**config.mk**
```make
export PLATFORM = sky130hd
export DESIGN_NAME = mac_irq_collector
export DESIGN_NICKNAME = d
export VERILOG_FILES = /design/src/rtl/mac_irq_pkg.sv /design/src/rtl/mac_irq_pend_bank.sv /design/src/rtl/mac_irq_enab_reg.sv /design/src/rtl/mac_irq_line.sv /design/src/rtl/mac_irq_collector.sv
export SDC_FILE = /design/constraint.sdc
export NUM_CORES = 1
export LEC_CHECK = 0
export ABC_AREA = 1
export CELL_PAD_IN_SITES_DETAIL_PLACEMENT = 1
export CELL_PAD_IN_SITES_GLOBAL_PLACEMENT = 2
export CORE_AREA = 5 5 83 85
export CTS_BUF_LIST = sky130_fd_sc_hd__clkbuf_2 sky130_fd_sc_hd__clkbuf_4 sky130_fd_sc_hd__clkbuf_8
export DETAILED_ROUTE_END_ITERATION = 6
export DIE_AREA = 0 0 88 90
export PLACE_DENSITY = 0.87
export SKIP_LAST_GASP = 1
export SYNTH_ARGS = -nofsm -noshare
export SYNTH_HDL_FRONTEND = slang
export SYNTH_SLANG_ARGS = --single-unit
```
**constraint.sdc**
```tcl
create_clock -name clk -period 2.2 [get_ports clk]
set_input_delay 0.55 -clock clk [delete_from_list [all_inputs] [get_ports clk]]
set_output_delay 0.55 -clock clk [all_outputs]
set_load 0.01 [all_outputs]
```
**src/rtl/mac_irq_pkg.sv**
```systemverilog
// Package: shared constants for the MAC event interrupt collector.
// Assumes the event bit order below is fixed; software decodes it.
package mac_irq_pkg;
    localparam int NUM_EV = 7;

    typedef enum int {
        EV_TX_DONE  = 0,
        EV_TX_ERR   = 1,
        EV_RX_DONE  = 2,
        EV_RX_ERR   = 3,
        EV_RX_BUSY  = 4,
        EV_TX_CTRL  = 5,
        EV_RX_CTRL  = 6
    } ev_idx_e;

    localparam logic [7:0] OFS_PEND = 8'h04;
    localparam logic [7:0] OFS_ENAB = 8'h08;
endpackage

```
**src/rtl/mac_irq_pend_bank.sv**
```systemverilog
// Sticky pending bits, one per event.
// Assumes clr_i is already qualified by a write to the pending offset.
// A set in the same cycle as a clear wins, so no event is dropped.
module mac_irq_pend_bank #(
    parameter int N = 7
) (
    input  logic         clk,
    input  logic         rst_n,
    input  logic [N-1:0] set_i,
    input  logic [N-1:0] clr_i,
    output logic [N-1:0] q_o
);
    for (genvar k = 0; k < N; k++) begin : g_bit
        // Per-bit sticky latch with set priority over clear.
        always_ff @(posedge clk) begin
            if (!rst_n)
                q_o[k] <= 1'b0;
            else if (set_i[k])
                q_o[k] <= 1'b1;
            else if (clr_i[k])
                q_o[k] <= 1'b0;
        end
    end
endmodule

```
**src/rtl/mac_irq_enab_reg.sv**
```systemverilog
// Plain enable register. A write replaces every bit.
// Assumes we_i is already qualified by a write to the enable offset.
module mac_irq_enab_reg #(
    parameter int N = 7
) (
    input  logic         clk,
    input  logic         rst_n,
    input  logic         we_i,
    input  logic [N-1:0] d_i,
    output logic [N-1:0] q_o
);
    // Hold the enables, load the full word on a write.
    always_ff @(posedge clk) begin
        if (!rst_n)
            q_o <= '0;
        else if (we_i)
            q_o <= d_i;
    end
endmodule

```
**src/rtl/mac_irq_line.sv**
```systemverilog
// Registered interrupt line: OR of pending AND enable.
// Assumes both inputs come from registers, so the line lags them by one clock.
module mac_irq_line #(
    parameter int N = 7
) (
    input  logic         clk,
    input  logic         rst_n,
    input  logic [N-1:0] pend_i,
    input  logic [N-1:0] enab_i,
    output logic         irq_o
);
    logic [N-1:0] live;

    // Gate each pending bit with its enable.
    always_comb live = pend_i & enab_i;

    // Register the reduced request.
    always_ff @(posedge clk) begin
        if (!rst_n)
            irq_o <= 1'b0;
        else
            irq_o <= |live;
    end
endmodule

```
**src/rtl/mac_irq_collector.sv**
```systemverilog
// Top: decodes the register port, holds the pending and enable registers
// and drives the registered interrupt line.
// Assumes one register access per cycle, with combinational read data.
module mac_irq_collector #(
    parameter int ADDR_W = 8,
    parameter int DATA_W = 32,
    parameter int N      = mac_irq_pkg::NUM_EV
) (
    input  logic              clk,
    input  logic              rst_n,
    input  logic [N-1:0]      evt_i,
    input  logic              reg_wr_i,
    input  logic [ADDR_W-1:0] reg_addr_i,
    input  logic [DATA_W-1:0] reg_wdata_i,
    output logic [DATA_W-1:0] reg_rdata_o,
    output logic              irq_o
);
    localparam logic [ADDR_W-1:0] A_PEND = ADDR_W'(mac_irq_pkg::OFS_PEND);
    localparam logic [ADDR_W-1:0] A_ENAB = ADDR_W'(mac_irq_pkg::OFS_ENAB);

    logic         hit_pend, hit_enab;
    logic [N-1:0] clr_vec;
    logic [N-1:0] src_q;
    logic [N-1:0] mask_q;
    logic         unused_wdata;

    // Decode which register the current access selects.
    always_comb begin
        hit_pend = (reg_addr_i == A_PEND);
        hit_enab = (reg_addr_i == A_ENAB);
    end

    // Clear vector from a write to the pending offset.
    always_comb clr_vec = (reg_wr_i && hit_pend) ? reg_wdata_i[N-1:0] : '0;

    assign unused_wdata = ^reg_wdata_i[DATA_W-1:N];

    mac_irq_pend_bank #(.N(N)) u_pend (
        .clk   (clk),
        .rst_n (rst_n),
        .set_i (evt_i),
        .clr_i (clr_vec),
        .q_o   (src_q)
    );

    mac_irq_enab_reg #(.N(N)) u_enab (
        .clk   (clk),
        .rst_n (rst_n),
        .we_i  (reg_wr_i && hit_enab),
        .d_i   (reg_wdata_i[N-1:0]),
        .q_o   (mask_q)
    );

    mac_irq_line #(.N(N)) u_line (
        .clk    (clk),
        .rst_n  (rst_n),
        .pend_i (src_q),
        .enab_i (mask_q),
        .irq_o  (irq_o)
    );

    // Read mux: zero-extended register or zero for unmapped offsets.
    always_comb begin
        reg_rdata_o = '0;
        if (hit_pend)
            reg_rdata_o[N-1:0] = src_q;
        else if (hit_enab)
            reg_rdata_o[N-1:0] = mask_q;
    end
endmodule

```
# Word level (Yosys, flattened, before mapping)
# Index checks and enable logic that the tools add are counted.
dict set report totals {
  latch_bits 0
  output_inout_bits 33
  ram_bits 0
  rom_bits 0
  ff_bits 15
  mem_count 0
}
dict set report op_classes {
  mul 0
  bitwise_logic 1
  add_sub_neg 0
  n_reduce_logical 10
  shift 0
  n_eq_ne 2
  n_div 0
  mux 17
  order_cmp 0
}
# cell count
set ops {}
lappend ops {{2-to-1 mux 7 bit} 3}
lappend ops {{2-to-1 mux 1 bit} 14}
lappend ops {{nonzero test 2 bit} 7}
lappend ops {{equality test 8 x 3 -> 1 bit (second input constant)} 1}
lappend ops {{equality test 8 x 4 -> 1 bit (second input constant)} 1}
lappend ops {{bitwise AND 7 bit} 1}
lappend ops {{OR reduction 7 bit} 1}
lappend ops {{logical AND 1 bit} 2}

# Logic depth before layout (Yosys ltp)
# Gate-level depths: netlist of the first run.
dict set report depth {
  depth_word 5
  mapped_depth 8
  depth_no_buf 7
}

# Modules after synthesis
# From an unflattened synthesis of the first run, not the netlist that was laid out.
dict set report unflattened {
  hier_cells 184
  area_unflattened_um2 1136.1
}
# module area_each_um2 instances cells_each
set modules_own_cells {}
lappend modules_own_cells {mac_irq_collector 488.0 1 89}
lappend modules_own_cells {mac_irq_pend_bank 284.0 1 36}
lappend modules_own_cells {mac_irq_enab_reg 282.8 1 43}
lappend modules_own_cells {mac_irq_line 81.3 1 16}

# Worst setup path before layout of the first run
# Ideal clock, no wire load.
dict set report synth_timing {
  path_type {input port to output port}
  start {input reg_addr_i[5]}
  end {output reg_rdata_o[6]}
  path_buffers 1
  stages 5
  setup_slack_ns 0.415
  arrival_ns 1.235
  required_ns 1.650
  path_cell_list {nor2_1 > nand2_2 > nor2_4 > buf_4 > a22o_1}
}
dict set report synth_via {
  elab_chain_len 3
  elab_cells_between_ends 4
  cone_classes {2 x eq/ne; 2 x mux}
}
# item line_no
set synth_rtl {}
lappend synth_rtl {{start: declaration} mac_irq_collector.sv:13} ;# input logic [ADDR_W-1:0] reg_addr_i,
lappend synth_rtl {{equality test 8 x 4 -> 1 bit} mac_irq_collector.sv:30} ;# hit_enab = (reg_addr_i == A_ENAB);
lappend synth_rtl {{2-to-1 mux 7 bit} mac_irq_collector.sv:67} ;# else if (hit_enab)
lappend synth_rtl {{2-to-1 mux 7 bit (*)} mac_irq_collector.sv:65} ;# if (hit_pend)
lappend synth_rtl {{end: declaration} mac_irq_collector.sv:15} ;# output logic [DATA_W-1:0] reg_rdata_o,
# Every way passes the cells marked *; elsewhere a longest branch is shown, timed or not.

# Worst setup path after layout of the first run
dict set report layout_timing {
  start {input reg_addr_i[7]}
  end {output reg_rdata_o[4]}
}
# Same word-level chain as after synthesis.

==> results of run 1 <==
-- cells by family after synthesis --
family | synth area share [%]
buf+inv | 27.0
flops | 32.3
simple gates | 28.9
other cells | 0.403
compound gates | 11.4
-- per-stage QoR --
stage / setup WS (ns) / TNS [ns]
finish: 0.0521 / 0
global placement: -0.549 / -3.69
global route: -0.0236 / -0.0548
CTS: -0.000742 / -0.000742
detailed placement: -0.560 / -3.74
floorplan: 0.415 / 0
-- cell type report --
class / count / area share (%)
Clock buffer: 3 / 2.98
Sequential cell: 15 / 21.6
Inverter: 9 / 2.43
Clock inverter: 1 / 0.361
Tap cell: 77 / 6.94
Timing Repair Buffer: 43 / 30.9
Multi-Input combinational cell: 104 / 34.7
-- synthesized netlist by cell type --
cell type	number
a21oi_1	16
a22o_1	3
buf_4	27
buf_6	1
clkbuf_1	1
conb_1	1
dfxtp_1	15
inv_1	9
nand2_1	37
nand2_2	1
nand3_1	14
nand3_2	1
nor2_1	4
nor2_2	1
nor2_4	2
-- worst max path at each step --
stage                  start             end  slack [ns]  cells after the start
2_1_floorplan  reg_addr_i[5]  reg_rdata_o[6]        0.42                      5
3_3_place_gp   reg_addr_i[2]  reg_rdata_o[4]       -0.55                      9
3_5_place_dp   reg_addr_i[2]  reg_rdata_o[4]       -0.56                      9
4_1_cts        reg_addr_i[6]  reg_rdata_o[3]     -0.0007                      9
5_1_grt        reg_addr_i[7]  reg_rdata_o[4]       -0.02                      9
6_report       reg_addr_i[7]  reg_rdata_o[4]        0.05                      9
-- layout by cell type (no fill, tap or decap), drive strengths merged --
cell / Yosys / layout
nand2: 38 / 38
conb: 1 / 25
buf: 28 / 18
clkdlybuf4s50: 0 / 17
a21oi: 16 / 16
dfxtp: 15 / 15
nand3: 15 / 15
inv: 9 / 9
nor2: 7 / 7
dlygate4sd2: 0 / 5
a22o: 3 / 3
clkbuf: 1 / 3
clkdlybuf4s15: 0 / 3
clkinv: 0 / 1
-- sequential cells by signal, summed over array words and instances (netlist names) --
signal        count
u_pend.q_o        7
u_line.irq_o      1
u_enab.q_o        7
-- layer usage --
layer  global-route usage, %  share of wire (%)  vias to the layer above
met5                       0                  0                        -
met4                    4.22                1.8                        0
met3                    1.10                4.6                        4
met2                    14.3                 61                       22
met1                    6.98                 33                      415
li1                        -                  -                      458
-- worst max-delay path, delay by kind of cell --
| family | cells | cell delay (ns) |
|---|---|---|
| buffers and inverters | 4 | 0.56 |
| and+or+nand+nor | 5 | 0.49 |
-- what timing repair did --
item / in CTS / in global routing
setup buffers: 9 / 0
setup endpoints to repair: 7 / 6
gates cloned: 1 / 0
pin swaps: 12 / 8
gates resized for setup: 44 / 4
-- power groups by stage --
stage / Combinational, mW / Clock (mW) / Sequential, mW
6_report: 0.0926 / 0.231 / 0.288
5_1_grt: 0.103 / 0.252 / 0.290
4_1_cts: 0.0925 / 0.238 / 0.289
3_5_place_dp: 0.0939 / 0 / 0.295
3_3_place_gp: 0.0925 / 0 / 0.294
2_1_floorplan: 0.0742 / 0 / 0.292
==> impl_metrics.env, run 1 <==
export IMPL_crit_fanout=2
export IMPL_fmax_mhz=466
export IMPL_tritoncts="yes"
export IMPL_clkPwrFrac_pct=37.7
export IMPL_grt_pass1_vias=988
export IMPL_gp_congestion=0.713
export IMPL_die_h_um=90
export IMPL_p_switching_mw=0.161
export IMPL_yosysTopAreaCell="dfxtp_1"
export IMPL_cp_required_ns=1.65
export IMPL_min_from="u_pend.q_o[6]$_SDFFE_PN0P_"
export IMPL_seq_power_share_pct=47.1
export IMPL_synth_area_top_cells="dfxtp_1 32%, buf_4 22%, nand2_1 15%"
export IMPL_p_leak_nw=0.623
export IMPL_num_antenna_cells=0
export IMPL_netlist_area_um2=931
export IMPL_min_to="u_pend.q_o[6]$_SDFFE_PN0P_"
export IMPL_hp_class="flip-flop to flip-flop"
export IMPL_drtPass1Iterations=3
export IMPL_wirelength_um=2770
export IMPL_layout_nets=226
export IMPL_min_period_ns=2.15
export IMPL_cts_root_buffer="clkbuf_8"
export IMPL_fin_skew_ns=0.00263
export IMPL_ctsHoldBuffers=0
export IMPL_dp_cells=242
export IMPL_p_comb_share_pct=15.1
export IMPL_fin_util_pct=22.6
export IMPL_drv_cap=0
export IMPL_slowest_delay_ns=0.24
export IMPL_p_sw_share_pct=26.4
export IMPL_grt_max_degree=16
export IMPL_fin_cells=252
export IMPL_regArea_um2=300
export IMPL_clock_latency_ns=0.25
export IMPL_dpl_instance_area_mm2=0.00128
export IMPL_multiInputGateArea_um2=482
export IMPL_drive_above_1_share_pct=18.9
export IMPL_outcome="completed"
export IMPL_fp_dieW_um=88
export IMPL_stdcell_area_mm2=0.00139
export IMPL_rr_startpoint="u_pend.q_o[0]$_SDFFE_PN0P_"
export IMPL_num_vias=899
export IMPL_grtUsageTotal_pct=7.35
export IMPL_ir_drop_mv=0.179
export IMPL_antenna_found_initial=0
export IMPL_cts_buffers_inserted=3
export IMPL_p_total_mw=0.612
export IMPL_r2r_end="u_line.irq_o$_SDFF_PN0_"
export IMPL_portBuffers=32
export IMPL_ys_seq_area_share_pct=32.3
export IMPL_n_fill_cell=733
export IMPL_synth_top_cell_area_share_pct=32.3
export IMPL_synth_warnings=0
export IMPL_drcViolationCount=0
export IMPL_dr_first_iter_drc_count=40
export IMPL_synth_distinct_cells=15
export IMPL_clk_path_buf_depth=2
export IMPL_core_area_mm2=0.00613
export IMPL_drt_vias_per_instance=3.57
export IMPL_start_util_pct=15.2
export IMPL_grt_pass1_wl_um=4570
export IMPL_critPathKind="primary input to output port"
export IMPL_postSynthAreaPerCell_um2=7.00
export IMPL_post_drt_wl_per_cell_um=11.0
export IMPL_ys_seq_elements=15
export IMPL_ant_nets=0
export IMPL_clk_pin_slew_worst_paths_ns=0.06
export IMPL_grt_overflow=0
export IMPL_finalHoldViolations=0
export IMPL_netlist_instances=133
export IMPL_crit_chain="dlygate4sd2_1, nor2_2, nand2_2, nor2_4, buf_12, buf_16, nand2_1, nand2_1, buf_6"
export IMPL_dp_hpwl_um=2080
export IMPL_holdWs_ns=0.482
export IMPL_arrival_ns=1.60
export IMPL_cts_htree_levels=1
export IMPL_io_pins=83
export IMPL_path_common_cell="nand2_1"
export IMPL_clock_sinks=15
export IMPL_slowest_stage="dlygate4sd2_1"
export IMPL_die_area_mm2=0.00792
export IMPL_power_density_mw_per_mm2=441
export IMPL_setup_viol=0
export IMPL_syn2layout_area_growth_pct=49.1
export IMPL_endpoint_kind="output port"
export IMPL_r2r_worst_path_cells=3
export IMPL_rrSetupSlack_ns=1.35
export IMPL_fin_crit_sh_pct=97.6
export IMPL_slew_violations=0
export IMPL_rows=29
export IMPL_hold_path_depth=2
export IMPL_worstSetupStartpointType="primary input"
export IMPL_p_int_mw=0.450
Note: power is estimated with default switching activity, not from simulation.
==> run 2, diff against run 1 <==
Settings changed: CORE_AREA 5 5 83 85 to 5 5 71 99, DIE_AREA 0 0 88 90 to 0 0 76 104.
==> impl_metrics.env, run 2 (synthesis gave the netlist of run 1 again) <==
export IMPL_outcome="completed"
export IMPL_fmax_mhz=476
export IMPL_cts_htree_levels=1
export IMPL_min_period_ns=2.10
export IMPL_clock_sinks=15
export IMPL_clk_path_buf_depth=2
export IMPL_ctsHoldBuffers=0
export IMPL_clock_latency_ns=0.25
export IMPL_power_density_mw_per_mm2=443
export IMPL_io_pins=83
export IMPL_drt_vias_per_instance=3.84
export IMPL_num_antenna_cells=0
export IMPL_p_switching_mw=0.159
export IMPL_dp_cells=237
export IMPL_largestRegisters="u_enab.q_o (7), u_pend.q_o (7), u_line.irq_o (1)"
export IMPL_drive_above_1_share_pct=21.7
export IMPL_rows=34
export IMPL_hold_path_depth=2
export IMPL_grt_overflow=0
export IMPL_cp_required_ns=1.65
export IMPL_rrSetupSlack_ns=1.33
export IMPL_dr_first_iter_drc_count=59
export IMPL_slew_limit_headroom_pct=66.0
export IMPL_grt_pass1_wl_um=5070
export IMPL_cts_buffers_inserted=3
export IMPL_portBuffers=32
export IMPL_min_from="u_enab.q_o[2]$_SDFFE_PN0P_"
export IMPL_final_common_cell="nand2_1"
export IMPL_critPathKind="primary input to output port"
export IMPL_p_int_mw=0.469
export IMPL_grt_max_degree=16
export IMPL_endpoint_kind="output port"
export IMPL_drtPass1Iterations=3
export IMPL_layout_nets=231
export IMPL_clkPwrFrac_pct=38.1
export IMPL_start_util_pct=15.3
export IMPL_drcViolationCount=0
export IMPL_grt_pass1_vias=1105
export IMPL_core_area_mm2=0.00608
export IMPL_wirelength_um=2920
export IMPL_final_cell_mix="34 x nand2_1, 25 x conb_1, 17 x clkdlybuf4s50_1"
export IMPL_syn2layout_area_growth_pct=52.2
export IMPL_seq_power_share_pct=45.9
export IMPL_r2r_worst_path_cells=3
export IMPL_clk_pin_slew_worst_paths_ns=0.06
export IMPL_hp_class="flip-flop to flip-flop"
export IMPL_fin_crit_sh_pct=95.4
export IMPL_p_leak_nw=0.656
export IMPL_grtUsageTotal_pct=7.78
export IMPL_ir_drop_mv=0.142
export IMPL_post_drt_wl_per_cell_um=11.6
export IMPL_ant_nets=0
export IMPL_tritoncts="yes"
export IMPL_gp_congestion=0.732
export IMPL_cts_root_buffer="clkbuf_8"
export IMPL_pre_cts_slack_ns=-0.495
export IMPL_dp_hpwl_um=2040
export IMPL_crit_fanout=5
export IMPL_grt_setup_unrepaired="no"
export IMPL_fin_cells=252
export IMPL_critical_path_startpoint="reg_addr_i[0]"
export IMPL_drv_cap=0
export IMPL_layout_setup_ws_ns=0.100
export IMPL_worst_pin_slew_ns=0.510
export IMPL_p_total_mw=0.628
export IMPL_p_sw_share_pct=25.2
export IMPL_p_comb_share_pct=16.0
export IMPL_min_to="u_enab.q_o[2]$_SDFFE_PN0P_"
export IMPL_r2r_end="u_line.irq_o$_SDFF_PN0_"
export IMPL_rr_startpoint="u_pend.q_o[3]$_SDFFE_PN0P_"
export IMPL_worstSetupStartpointType="primary input"
export IMPL_die_h_um=104
export IMPL_arrival_ns=1.55
export IMPL_slew_violations=0
export IMPL_fp_dieW_um=76
export IMPL_antenna_found_initial=0
export IMPL_fin_skew_ns=0.00310
export IMPL_setup_viol=0
export IMPL_finalHoldViolations=0
export IMPL_die_area_mm2=0.00790
export IMPL_num_vias=967
-- run 2: power by group through the flow --
stage	logic [mW]	registers (mW)	clock network, mW
floorplan	0.0742	0.292	0
global placement	0.0943	0.294	0
detailed placement	0.0958	0.295	0
CTS	0.0991	0.288	0.244
global route	0.112	0.289	0.258
finish	0.101	0.288	0.239
-- run 2: what timing repair did --
item                       4_1_cts  5_1_grt
buffers inserted                11        0
pin swaps                        8       10
gates cloned                     2        0
setup endpoints to repair        7        7
gates resized for setup         44       10
-- run 2: final cells by class --
class,instances,area (µm²)
Timing Repair Buffer,48,449
Tap cell,72,90.1
Multi-Input combinational cell,104,494
Fill cell,765,4670
Inverter,9,33.8
Clock buffer,4,48.8
Sequential cell,15,300
-- run 2: how the worst max path moves through the flow --
stage | end | slack [ns] | cells after the start
after CTS | reg_rdata_o[6] | 0.01 | 9
after floorplan | reg_rdata_o[6] | 0.42 | 5
final | reg_rdata_o[4] | 0.10 | 10
after global routing | reg_rdata_o[4] | 0.01 | 10
after global placement | reg_rdata_o[0] | -0.48 | 9
after detailed placement | reg_rdata_o[0] | -0.49 | 8
-- run 2: routing by layer --
layer | track usage (%) | up-vias | routed length, µm
li1 | - | 468 | -
met1 | 8.03 | 449 | 1130
met2 | 13.9 | 43 | 1480
met3 | 2.51 | 7 | 229
met4 | 3.69 | 0 | 81
met5 | 0 | - | 0
-- run 2: worst max-delay path, stage by stage --
cell	delay, ns
clkdlybuf4s15_1	0.17
nor2_2	0.10
buf_4	0.13
nand3_4	0.06
nor2_4	0.11
buf_6	0.12
buf_16	0.10
nand2_2	0.04
nand2_1	0.04
buf_2	0.12
-- run 2: stage by stage --
| step | util [%] | hold WS, ns | TNS, ns | instance area, µm² |
|---|---|---|---|---|
| after floorplan | - | 0.452 | 0 | 1020 |
| after global placement | 21.0 | 0.464 | -3.28 | 1280 |
| after detailed placement | 21.0 | 0.475 | -3.39 | 1280 |
| after CTS | 23.8 | 0.485 | 0 | 1450 |
| after global routing | 23.3 | 0.503 | 0 | 1420 |
| final | 23.3 | 0.485 | 0 | 1420 |
